==> src/rtl/scan_agen_pkg.sv <==
package scan_agen_pkg;

  localparam int SEL_W = 3;

  localparam logic [SEL_W-1:0] SEL_ROW_FIRST = 3'd0;
  localparam logic [SEL_W-1:0] SEL_ROW_INC   = 3'd1;
  localparam logic [SEL_W-1:0] SEL_ROW_CEIL  = 3'd2;
  localparam logic [SEL_W-1:0] SEL_NEST      = 3'd6;

  // parameters per dimension: first, increment, ceiling
  localparam int SEL_PER_DIM = 3;
  localparam int DIM_ROW     = 0;
  localparam int DIM_COL     = 1;
  localparam int NUM_DIMS    = 2;

  typedef enum logic {
    ST_IDLE = 1'b0,
    ST_WALK = 1'b1
  } walk_state_t;

endpackage

==> src/rtl/scan_agen_cfg.sv <==
module scan_agen_cfg
  import scan_agen_pkg::*;
#(
  parameter int IDX_W = 16
) (
  input  logic                            clk,
  input  logic                            rst,
  input  logic                            cfg_we,
  input  logic [SEL_W-1:0]                cfg_sel,
  input  logic [IDX_W-1:0]                cfg_wdata,
  input  logic                            busy,
  output logic [NUM_DIMS-1:0][IDX_W-1:0]  first_o,
  output logic [NUM_DIMS-1:0][IDX_W-1:0]  inc_o,
  output logic [NUM_DIMS-1:0][IDX_W-1:0]  ceil_o,
  output logic                            col_inner_o
);

  logic wr_ok;
  assign wr_ok = cfg_we && !busy;

  for (genvar d = 0; d < NUM_DIMS; d++) begin : g_dim
    localparam logic [SEL_W-1:0] BASE = SEL_W'(d * SEL_PER_DIM);

    always_ff @(posedge clk) begin
      if (rst) begin
        first_o[d] <= '0;
        inc_o[d]   <= IDX_W'(1);
        ceil_o[d]  <= '0;
      end else if (wr_ok) begin
        if (cfg_sel == BASE + SEL_ROW_FIRST) first_o[d] <= cfg_wdata;
        if (cfg_sel == BASE + SEL_ROW_INC)   inc_o[d]   <= cfg_wdata;
        if (cfg_sel == BASE + SEL_ROW_CEIL)  ceil_o[d]  <= cfg_wdata;
      end
    end
  end

  always_ff @(posedge clk) begin
    if (rst) begin
      col_inner_o <= 1'b1;
    end else if (wr_ok && cfg_sel == SEL_NEST) begin
      col_inner_o <= (cfg_wdata != '0);
    end
  end

  // parameters frozen while a walk runs
  assert_cfg_frozen_R10: assert property (@(posedge clk) disable iff (rst)
    (busy && cfg_we) |=> ($stable(first_o) && $stable(inc_o) && $stable(ceil_o)
                          && $stable(col_inner_o)));

endmodule

==> src/rtl/scan_agen_axis.sv <==
module scan_agen_axis #(
  parameter int IDX_W = 16
) (
  input  logic [IDX_W-1:0] cur,
  input  logic [IDX_W-1:0] inc,
  input  logic [IDX_W-1:0] ceil,
  input  logic [IDX_W-1:0] first,
  output logic [IDX_W-1:0] stepped,
  output logic             at_end,
  output logic             bad
);

  localparam int EXT_W = IDX_W + 1;

  logic [EXT_W-1:0] sum_ext;

  // one spare bit keeps a sum above the index range visible to the compare
  assign sum_ext = {1'b0, cur} + {1'b0, inc};
  assign at_end  = sum_ext > {1'b0, ceil};
  assign stepped = sum_ext[IDX_W-1:0];
  assign bad     = (inc == '0) || (first > ceil);

endmodule

==> src/rtl/scan_agen_ctrl.sv <==
module scan_agen_ctrl
  import scan_agen_pkg::*;
#(
  parameter int IDX_W = 16
) (
  input  logic                            clk,
  input  logic                            rst,
  input  logic                            start,
  input  logic [NUM_DIMS-1:0][IDX_W-1:0]  first_i,
  input  logic [NUM_DIMS-1:0][IDX_W-1:0]  inc_i,
  input  logic [NUM_DIMS-1:0][IDX_W-1:0]  ceil_i,
  input  logic                            col_inner_i,
  input  logic                            out_ready,
  output logic                            out_valid,
  output logic [IDX_W-1:0]                out_row,
  output logic [IDX_W-1:0]                out_col,
  output logic                            out_last_inner,
  output logic                            out_last_scan,
  output logic                            scan_done,
  output logic                            busy,
  output logic                            cfg_err
);

  walk_state_t                     state_q;
  logic [NUM_DIMS-1:0][IDX_W-1:0]  idx_q;
  logic [NUM_DIMS-1:0][IDX_W-1:0]  stepped;
  logic [NUM_DIMS-1:0]             at_end;
  logic [NUM_DIMS-1:0]             dim_bad;
  logic                            valid_q, done_q, err_q;

  for (genvar d = 0; d < NUM_DIMS; d++) begin : g_axis
    scan_agen_axis #(.IDX_W(IDX_W)) axis_i (
      .cur     (idx_q[d]),
      .inc     (inc_i[d]),
      .ceil    (ceil_i[d]),
      .first   (first_i[d]),
      .stepped (stepped[d]),
      .at_end  (at_end[d]),
      .bad     (dim_bad[d])
    );
  end

  logic in_d, out_d;
  logic inner_end, outer_end, fire;

  assign in_d      = col_inner_i;
  assign out_d     = !col_inner_i;
  assign inner_end = at_end[in_d];
  assign outer_end = at_end[out_d];
  assign fire      = valid_q && out_ready;

  always_ff @(posedge clk) begin
    if (rst) begin
      state_q <= ST_IDLE;
      idx_q   <= '0;
      valid_q <= 1'b0;
      done_q  <= 1'b0;
      err_q   <= 1'b0;
    end else begin
      done_q <= 1'b0;
      case (state_q)
        ST_IDLE: begin
          if (start) begin
            if (|dim_bad) begin
              err_q <= 1'b1;
            end else begin
              err_q   <= 1'b0;
              idx_q   <= first_i;
              valid_q <= 1'b1;
              state_q <= ST_WALK;
            end
          end
        end
        ST_WALK: begin
          if (fire) begin
            if (inner_end && outer_end) begin
              valid_q <= 1'b0;
              done_q  <= 1'b1;
              state_q <= ST_IDLE;
            end else if (inner_end) begin
              idx_q[in_d]  <= first_i[in_d];
              idx_q[out_d] <= stepped[out_d];
            end else begin
              idx_q[in_d]  <= stepped[in_d];
            end
          end
        end
        default: state_q <= ST_IDLE;
      endcase
    end
  end

  assign out_valid      = valid_q;
  assign out_row        = idx_q[DIM_ROW];
  assign out_col        = idx_q[DIM_COL];
  assign out_last_inner = valid_q && inner_end;
  assign out_last_scan  = valid_q && inner_end && outer_end;
  assign scan_done      = done_q;
  assign busy           = (state_q == ST_WALK);
  assign cfg_err        = err_q;

  // stalled pair holds
  assert_hold_stall_R8: assert property (@(posedge clk) disable iff (rst)
    (out_valid && !out_ready) |=> (out_valid && $stable(out_row) && $stable(out_col)));

  // emitted indices never exceed their ceilings
  assert_within_ceiling_R5: assert property (@(posedge clk) disable iff (rst)
    out_valid |-> (out_row <= ceil_i[DIM_ROW] && out_col <= ceil_i[DIM_COL]));

  // done is a single-cycle pulse, issued only after the final accepted pair
  assert_done_pulse_R7: assert property (@(posedge clk) disable iff (rst)
    scan_done |=> !scan_done);
  assert_done_after_last_R7: assert property (@(posedge clk) disable iff (rst)
    scan_done |-> ($past(out_valid && out_ready && out_last_scan) && !out_valid && !busy));

  // refused start leaves the block idle with the error raised
  assert_refuse_bad_R9: assert property (@(posedge clk) disable iff (rst)
    (!busy && start && (|dim_bad)) |=> (!busy && !out_valid && cfg_err));

  // start while walking does not move the indices
  assert_start_ignored_R11: assert property (@(posedge clk) disable iff (rst)
    (busy && start && !out_ready) |=> $stable(idx_q));

endmodule

==> src/rtl/scan_agen.sv <==
module scan_agen
  import scan_agen_pkg::*;
#(
  parameter int IDX_W = 16
) (
  input  logic             clk,
  input  logic             rst,
  input  logic             cfg_we,
  input  logic [2:0]       cfg_sel,
  input  logic [IDX_W-1:0] cfg_wdata,
  input  logic             start,
  output logic             out_valid,
  input  logic             out_ready,
  output logic [IDX_W-1:0] out_row,
  output logic [IDX_W-1:0] out_col,
  output logic             out_last_inner,
  output logic             out_last_scan,
  output logic             scan_done,
  output logic             busy,
  output logic             cfg_err
);

  logic [NUM_DIMS-1:0][IDX_W-1:0] first_w, inc_w, ceil_w;
  logic                           col_inner_w;

  scan_agen_cfg #(.IDX_W(IDX_W)) cfg_i (
    .clk         (clk),
    .rst         (rst),
    .cfg_we      (cfg_we),
    .cfg_sel     (cfg_sel),
    .cfg_wdata   (cfg_wdata),
    .busy        (busy),
    .first_o     (first_w),
    .inc_o       (inc_w),
    .ceil_o      (ceil_w),
    .col_inner_o (col_inner_w)
  );

  scan_agen_ctrl #(.IDX_W(IDX_W)) ctrl_i (
    .clk            (clk),
    .rst            (rst),
    .start          (start),
    .first_i        (first_w),
    .inc_i          (inc_w),
    .ceil_i         (ceil_w),
    .col_inner_i    (col_inner_w),
    .out_ready      (out_ready),
    .out_valid      (out_valid),
    .out_row        (out_row),
    .out_col        (out_col),
    .out_last_inner (out_last_inner),
    .out_last_scan  (out_last_scan),
    .scan_done      (scan_done),
    .busy           (busy),
    .cfg_err        (cfg_err)
  );

endmodule

==> config.mk <==
export PLATFORM = sky130hd
export DESIGN_NAME = scan_agen
export DESIGN_NICKNAME = d
export VERILOG_FILES = /design/src/rtl/scan_agen_pkg.sv /design/src/rtl/scan_agen_cfg.sv /design/src/rtl/scan_agen_axis.sv /design/src/rtl/scan_agen_ctrl.sv /design/src/rtl/scan_agen.sv
export SDC_FILE = /design/constraint.sdc
export NUM_CORES = 1
export LEC_CHECK = 0
export BUFFER_PORTS_ARGS = -buffer_cell sky130_fd_sc_hd__buf_4
export CAP_MARGIN = 20
export CORE_MARGIN = 2
export CORE_UTILIZATION = 55
export CTS_CLUSTER_DIAMETER = 150
export DETAILED_ROUTE_END_ITERATION = 10
export PLACE_DENSITY = 0.7
export SYNTH_ARGS = -nofsm -noshare
export SYNTH_HDL_FRONTEND = slang
export SYNTH_SLANG_ARGS = --single-unit
==> constraint.sdc <==
create_clock -name clk -period 8 [get_ports clk]
set_clock_uncertainty 0.1 [all_clocks]
set_input_delay 0 -clock clk [delete_from_list [all_inputs] [get_ports clk]]
set_output_delay 0 -clock clk [all_outputs]
set_load 0.1 [all_outputs]
## Word-level counts from Yosys, hierarchy flattened

Cells that the tools add are included.

- $add $sub $neg: 2
- Magnitude comparators: 8
- Equal/unequal tests: 11
- Multiplexer cells: 35
- Bitwise logic cells: 2
- Reductions and logical operators: 27

Operators by type and width:

| kind | count |
|---|---|
| $mux W32 | 5 |
| $mux W16 | 8 |
| $bwmux W32 | 3 |
| $pmux W32 S2 | 1 |
| $add A16 B16 Y17 | 2 |
| $gt A17 B16 Y1 | 2 |
| $demux W16 S1 | 2 |
| $gt A16 B16 Y1 | 2 |
| $logic_not A16 Y1 | 2 |
| $reduce_bool A16 Y1 | 1 |
| $mux W1 | 14 |
| $reduce_and A2 Y1 | 7 |
| $ne A2 B2 Y1 const B | 5 |
| $eq A3 B3 Y1 const B | 3 |
| $logic_and A1 B1 Y1 | 8 |
| $reduce_and A4 Y1 | 2 |
| $eq A3 B2 Y1 const B | 2 |
| $lt A1 B2 Y1 const B | 2 |
| $pmux W1 S2 | 2 |
| $eq A3 B1 Y1 const B | 1 |
| $logic_not A3 Y1 | 1 |
| $reduce_or A3 Y1 | 1 |
| $ge A1 B1 Y1 const B | 2 |
| $logic_not A1 Y1 | 2 |
| 3 further kinds | 5 |

- Bits in registers: 133
- Bits of input ports: 24
- Output and inout bits: 38
- Logic and storage cells: 98

## Longest topological paths before layout

- Word-level depth: 10
- Depth in mapped cells: 19
- Depth with buffers taken out: 17

## Cells and area by module

A second synthesis with hierarchy kept.

- Cell total of the unflattened synthesis: 1,155
- Area total of the unflattened synthesis: 9,080.0 sq um

Modules (own cells, without submodules):

| module | times used | cells each | area each (sq um) | seq. area each (sq um) |
|---|---|---|---|---|
| scan_agen_cfg | 1 | 457 | 3,804.9 | 1,941.9 |
| scan_agen_ctrl | 1 | 282 | 2,167.1 | 720.7 |
| scan_agen_axis (ctrl_i.g_axis[0].axis_i) | 1 | 215 | 1,610.3 | 0.0 |
| scan_agen_axis (ctrl_i.g_axis[1].axis_i) | 1 | 201 | 1,497.7 | 0.0 |

## Worst setup path after synthesis

No wires, ideal clock.

- Kind: register -> output
- Start: register ctrl_i.idx_q (netlist bit ctrl_i.out_row[0])
- End: output out_last_inner
- Arrival time: 5.569 ns
- Data required time: 7.900 ns
- Path slack: 2.331 ns
- Stages on the path, launching flop included: 19
- Buffers on the path: 2
- Cell sequence: dfxtp_1 > ha_1 > fa_1 > a21oi_1 > o311a_1 > or2_2 > and3_1 > o21ai_0 > nand2_1 > ha_1 > nand3_1 > nor3_1 > o31ai_1 > a21bo_2 > nand2_2 > buf_4 > buf_4 > o21ai_0 > a21oi_1

- Longest elaborated chain between the ends: 5

RTL lines:

| what | line | text |
|---|---|---|
| from (decl) | scan_agen_ctrl.sv:25 | `logic [NUM_DIMS-1:0][IDX_W-1:0] idx_q;` |
| from (signal assigned) | scan_agen_ctrl.sv:68 | `idx_q <= first_i;` |
| from (signal, indexed assignment) | scan_agen_ctrl.sv:81 | `idx_q[in_d] <= first_i[in_d];` |
| from (signal, indexed assignment) | scan_agen_ctrl.sv:82 | `idx_q[out_d] <= stepped[out_d];` |
| $add A16 B16 Y17 | scan_agen_axis.sv:18 | `assign sum_ext = {1'b0, cur} + {1'b0, inc};` |
| $gt A17 B16 Y1 | scan_agen_axis.sv:19 | `assign at_end = sum_ext > {1'b0, ceil};` |
| $mux W1 (not written as such) (2 in series) | scan_agen_ctrl.sv:48 | `assign inner_end = at_end[in_d];` |
| $logic_and A1 B1 Y1 | scan_agen_ctrl.sv:96 | `assign out_last_inner = valid_q && inner_end;` |
| to (decl) | scan_agen.sv:16 | `output logic out_last_inner,` |

Every way passes these cells. The select of a mux whose other input is x is not followed.

## Final worst setup path

- Start: register ctrl_i.idx_q (netlist bit ctrl_i.out_col[0])
- End: register ctrl_i.idx_q (netlist bit ctrl_i.out_col[11])

- Longest elaborated chain between the ends: 8

RTL lines:

| what | line | text |
|---|---|---|
| $add A16 B16 Y17 (*) | scan_agen_axis.sv:18 |  |
| $gt A17 B16 Y1, or another cell as far along | scan_agen_axis.sv:19 |  |
| $mux W1 (not written as such), or another cell as far along (2 in series) | scan_agen_ctrl.sv:48 |  |
| $mux W32 | scan_agen_ctrl.sv:80 | `end else if (inner_end) begin` |
| $mux W32 | scan_agen_ctrl.sv:76 | `if (inner_end && outer_end) begin` |
| $mux W32 | scan_agen_ctrl.sv:75 | `if (fire) begin` |
| $pmux W32 S2 | scan_agen_ctrl.sv:61 | `case (state_q)` |

Mark *: on every way between the ends. The rest lies on a longest branch, timed or not. The select of a mux whose other input is x is not followed.
A chain may end at the register's enable or synchronous reset.

==> results.py <==
metrics = {
    "die": {
        "die_area_um2": 16800,
        "core_um2": 15300,
        "num_rows": 45,
        "start_util": 0.568,
        "die_w_um": 130,
        "die_y_um": 130,
        "ios": 62,
    },
    "place": {
        "port_buffers": 61,
        "place_congestion": 0.965,
        "hpwl_mm": 20.0,
    },
    "cts": {
        "cts_sinks": 133,
        "cts_buffer_depth": 2,
        "cts_root_buffer": "clkbuf_16",
        "clkTransAtPathRegs_ns": 0.06,
        "cts_resized": 0,
        "htree_levels": 4,
        "cts_hold_buf": 24,
        "cts_tree": "built",
        "cts_setup_buffers": 0,
        "cts_inserted_buffers": 17,
        "clk_latency_ns": 0.43,
    },
    "yosys": {
        "synth_area_leaders": "dfxtp_1, ha_1, nand2_1, a21oi_1, mux2i_1",
        "avgSynthCellArea_um2": 8.03,
        "synth.top_cells.by_count": "nand2_1, dfxtp_1, a21oi_1",
        "yosys.cell_count.top_type": "nand2_1",
        "synth_area_leader_cell": "dfxtp_1",
        "synth_area_um2": 8690,
        "dominantRegCellSynth": "dfxtp_1",
        "ys_seq_elements": 133,
        "syn_nets": 1205,
        "yosys_warnings": 0,
        "synth_cell_types": 80,
        "async_flop_share": 0,
        "yosysSeqAreaShare": 0.306,
        "yosysTopAreaCellShare": 0.306,
        "netlist_instances": 1083,
        "synth-edff-count": 0,
    },
    "timing": {
        "report.final.slew_viol_count": 0,
        "max_slew_margin": 0.290,
        "tightest_slew_ns": 1.06,
        "fmax_mhz": 201,
        "post-route-min-period_ns": 4.97,
        "rsz0062_at_grt": "no",
        "tns_ns": 0,
        "setup_viol": 0,
        "hold_viol": 0,
        "period_share": 0.621,
    },
    "power_and_ir_drop": {
        "ir_drop_uv": 260,
        "p_int_w": 0.00158,
        "swShare": 0.434,
        "pwr-share-comb": 0.421,
        "power_leakage_nw": 4.14,
        "p_sw_w": 0.00121,
        "pwr-share-clk": 0.304,
        "seq_power_share": 0.275,
        "p_per_area_nw_per_um2": 276,
        "p_total_w": 0.00280,
    },
    "final_layout": {
        "syn_to_final_growth_pct": 16.6,
        "drive_above_1_share": 0.122,
        "num_antenna_cells": 0,
        "nNetsFinal": 1269,
    },
    "global_routing": {
        "track_usage": 0.340,
        "antenna_found_initial": 0,
        "grt_pass1_vias": 7896,
        "grt_overflow": 0,
        "grt_pass1_wl_mm": 43.2,
        "grt_start_max_net_pins": 68,
    },
    "worst_setup_path": {
        "cp_num_buf_inv": 0,
        "required_ns": 8.24,
        "critPathMaxStageDelay_ns": 0.76,
        "crit_path_end_kind": "register",
        "cp_num_cells": 16,
        "cp_top_family": "compound AO/OA/AOI/OAI gates",
        "crit_arrival_ns": 5.21,
        "critPathKind": "reg -> reg",
        "cp_max_fo": 16,
        "worstSetupStartpointType": "register",
        "reg2reg_depth": 16,
        "crit_chain": "ha_1 -> fa_1 -> a211oi_1 -> o21a_1 -> a211o_1 -> nand2_1 -> a31oi_1 -> xnor2_1 -> ha_1 -> a211oi_1 -> o211ai_1 -> o31a_1 -> or3_4 -> a221oi_4 -> nor3_1 -> a311oi_2",
        "slowest_stage": "a221oi_4",
    },
    "routing": {
        "vias": 8263,
        "post_drt_wl_per_cell_um": 20.3,
        "ant_nets": 0,
        "drt_iter0_drc": 657,
        "remaining_drc_errors": 0,
        "viasPerCell": 6.03,
        "wirelength_mm": 27.9,
        "drt-pass1-iter-count": 7,
    },
    "hold_path": {
        "hold_depth": 4,
        "holdCritPathClass": "in -> reg",
    },
    "outcome": {
        "status": "completed",
    },
    "run": {
        "maxCapViolations": 0,
    },
}
[cell usage in the layout, fill, tap and decap left out, types with 4 or more instances in the layout]
cell type      count
xnor2_1           18
nand3_1           29
a211oi_1           9
a21oi_2           12
nand2b_1           4
nor2b_1            9
o21ai_0           30
nand2_1          213
nor3_1            17
clkbuf_16         17
a21o_1            15
a21oi_1          129
a32o_1             5
clkinv_4           4
inv_1             54
o21a_1             9
a221oi_1           4
mux2i_1           31
xor2_1             9
nor2_1            43
nand4_1           16
o31ai_1           19
dfxtp_1          133
a31o_2             5
a22oi_1           17
ha_1              96
buf_4             70
nor4_1            15
o211ai_1           7
bufinv_16          4
and3_1             8
dlygate4sd3_1     24
[sequential cells by signal, indices dropped and copies added (netlist names)]
signal / count
cfg_i.ceil_o: 32
cfg_i.col_inner_o: 1
cfg_i.first_o: 32
cfg_i.inc_o: 32
ctrl_i.busy: 1
ctrl_i.cfg_err: 1
ctrl_i.out_col: 16
ctrl_i.out_row: 16
ctrl_i.out_valid: 1
ctrl_i.scan_done: 1
[worst min-delay path, stage by stage]
cell and delay (ns):
buf_4 0.12, nand3_1 0.17, nor3b_1 0.11, o211ai_1 0.15
[layer usage]
layer,track usage,vias up,share of wire
li1,-,4027,-
met1,0.400,3816,0.40
met2,0.564,314,0.47
met3,0.0677,106,0.058
met4,0.223,0,0.069
met5,0,-,0
[cell type report]
type	instances	area (µm²)
clock buffers	18	429
clock inverters	14	201
fillers	1375	5180
inverters	56	210
multi-input cells	844	5590
flip-flops and latches	133	2660
well taps	211	264
repair buffers	95	777
[kinds of logic after synthesis]
| group | count (synthesis) | share of synthesized area |
|---|---|---|
| simple gates | 383 | 0.200 |
| compound gates | 304 | 0.233 |
| flops | 133 | 0.306 |
| buf+inv | 106 | 0.0531 |
| fa+ha+maj | 98 | 0.143 |
| mux | 32 | 0.0370 |
| xor+xnor | 27 | 0.0272 |
[per-stage QoR]
step	cell area (µm²)	utilization	std cells	hold WS (ns)	setup WS, ns
finish	10100	0.662	1371	0.0558	3.03
global route	10100	0.662	1371	0.0923	2.79
CTS	10100	0.661	1370	0.0622	3.06
detailed placement	9260	0.604	1314	0.220	3.08
global placement	9260	0.604	1314	0.217	3.19
floorplan	8690	-	1083	0.0220	2.33
[power by group through the flow]
stage	Combinational [W]	Clock [W]	Sequential, W
floorplan	0.000672	0	0.00102
global placement	0.00113	0	0.000782
detailed placement	0.00115	0	0.000780
CTS	0.00116	0.000852	0.000767
global route	0.00126	0.000881	0.000772
finish	0.00118	0.000849	0.000769
[path summary, 6_finish.rpt]
path / slack, ns / start / end
min: 0.06 / cfg_we / cfg_i.col_inner_o
max: 3.03 / ctrl_i.out_col[0] / ctrl_i.out_col[11]
min reg2reg: 0.35 / cfg_i.ceil_o[6] / cfg_i.ceil_o[6]
max reg2reg: 3.03 / ctrl_i.out_col[0] / ctrl_i.out_col[11]
(Power assumes the default switching activity.)
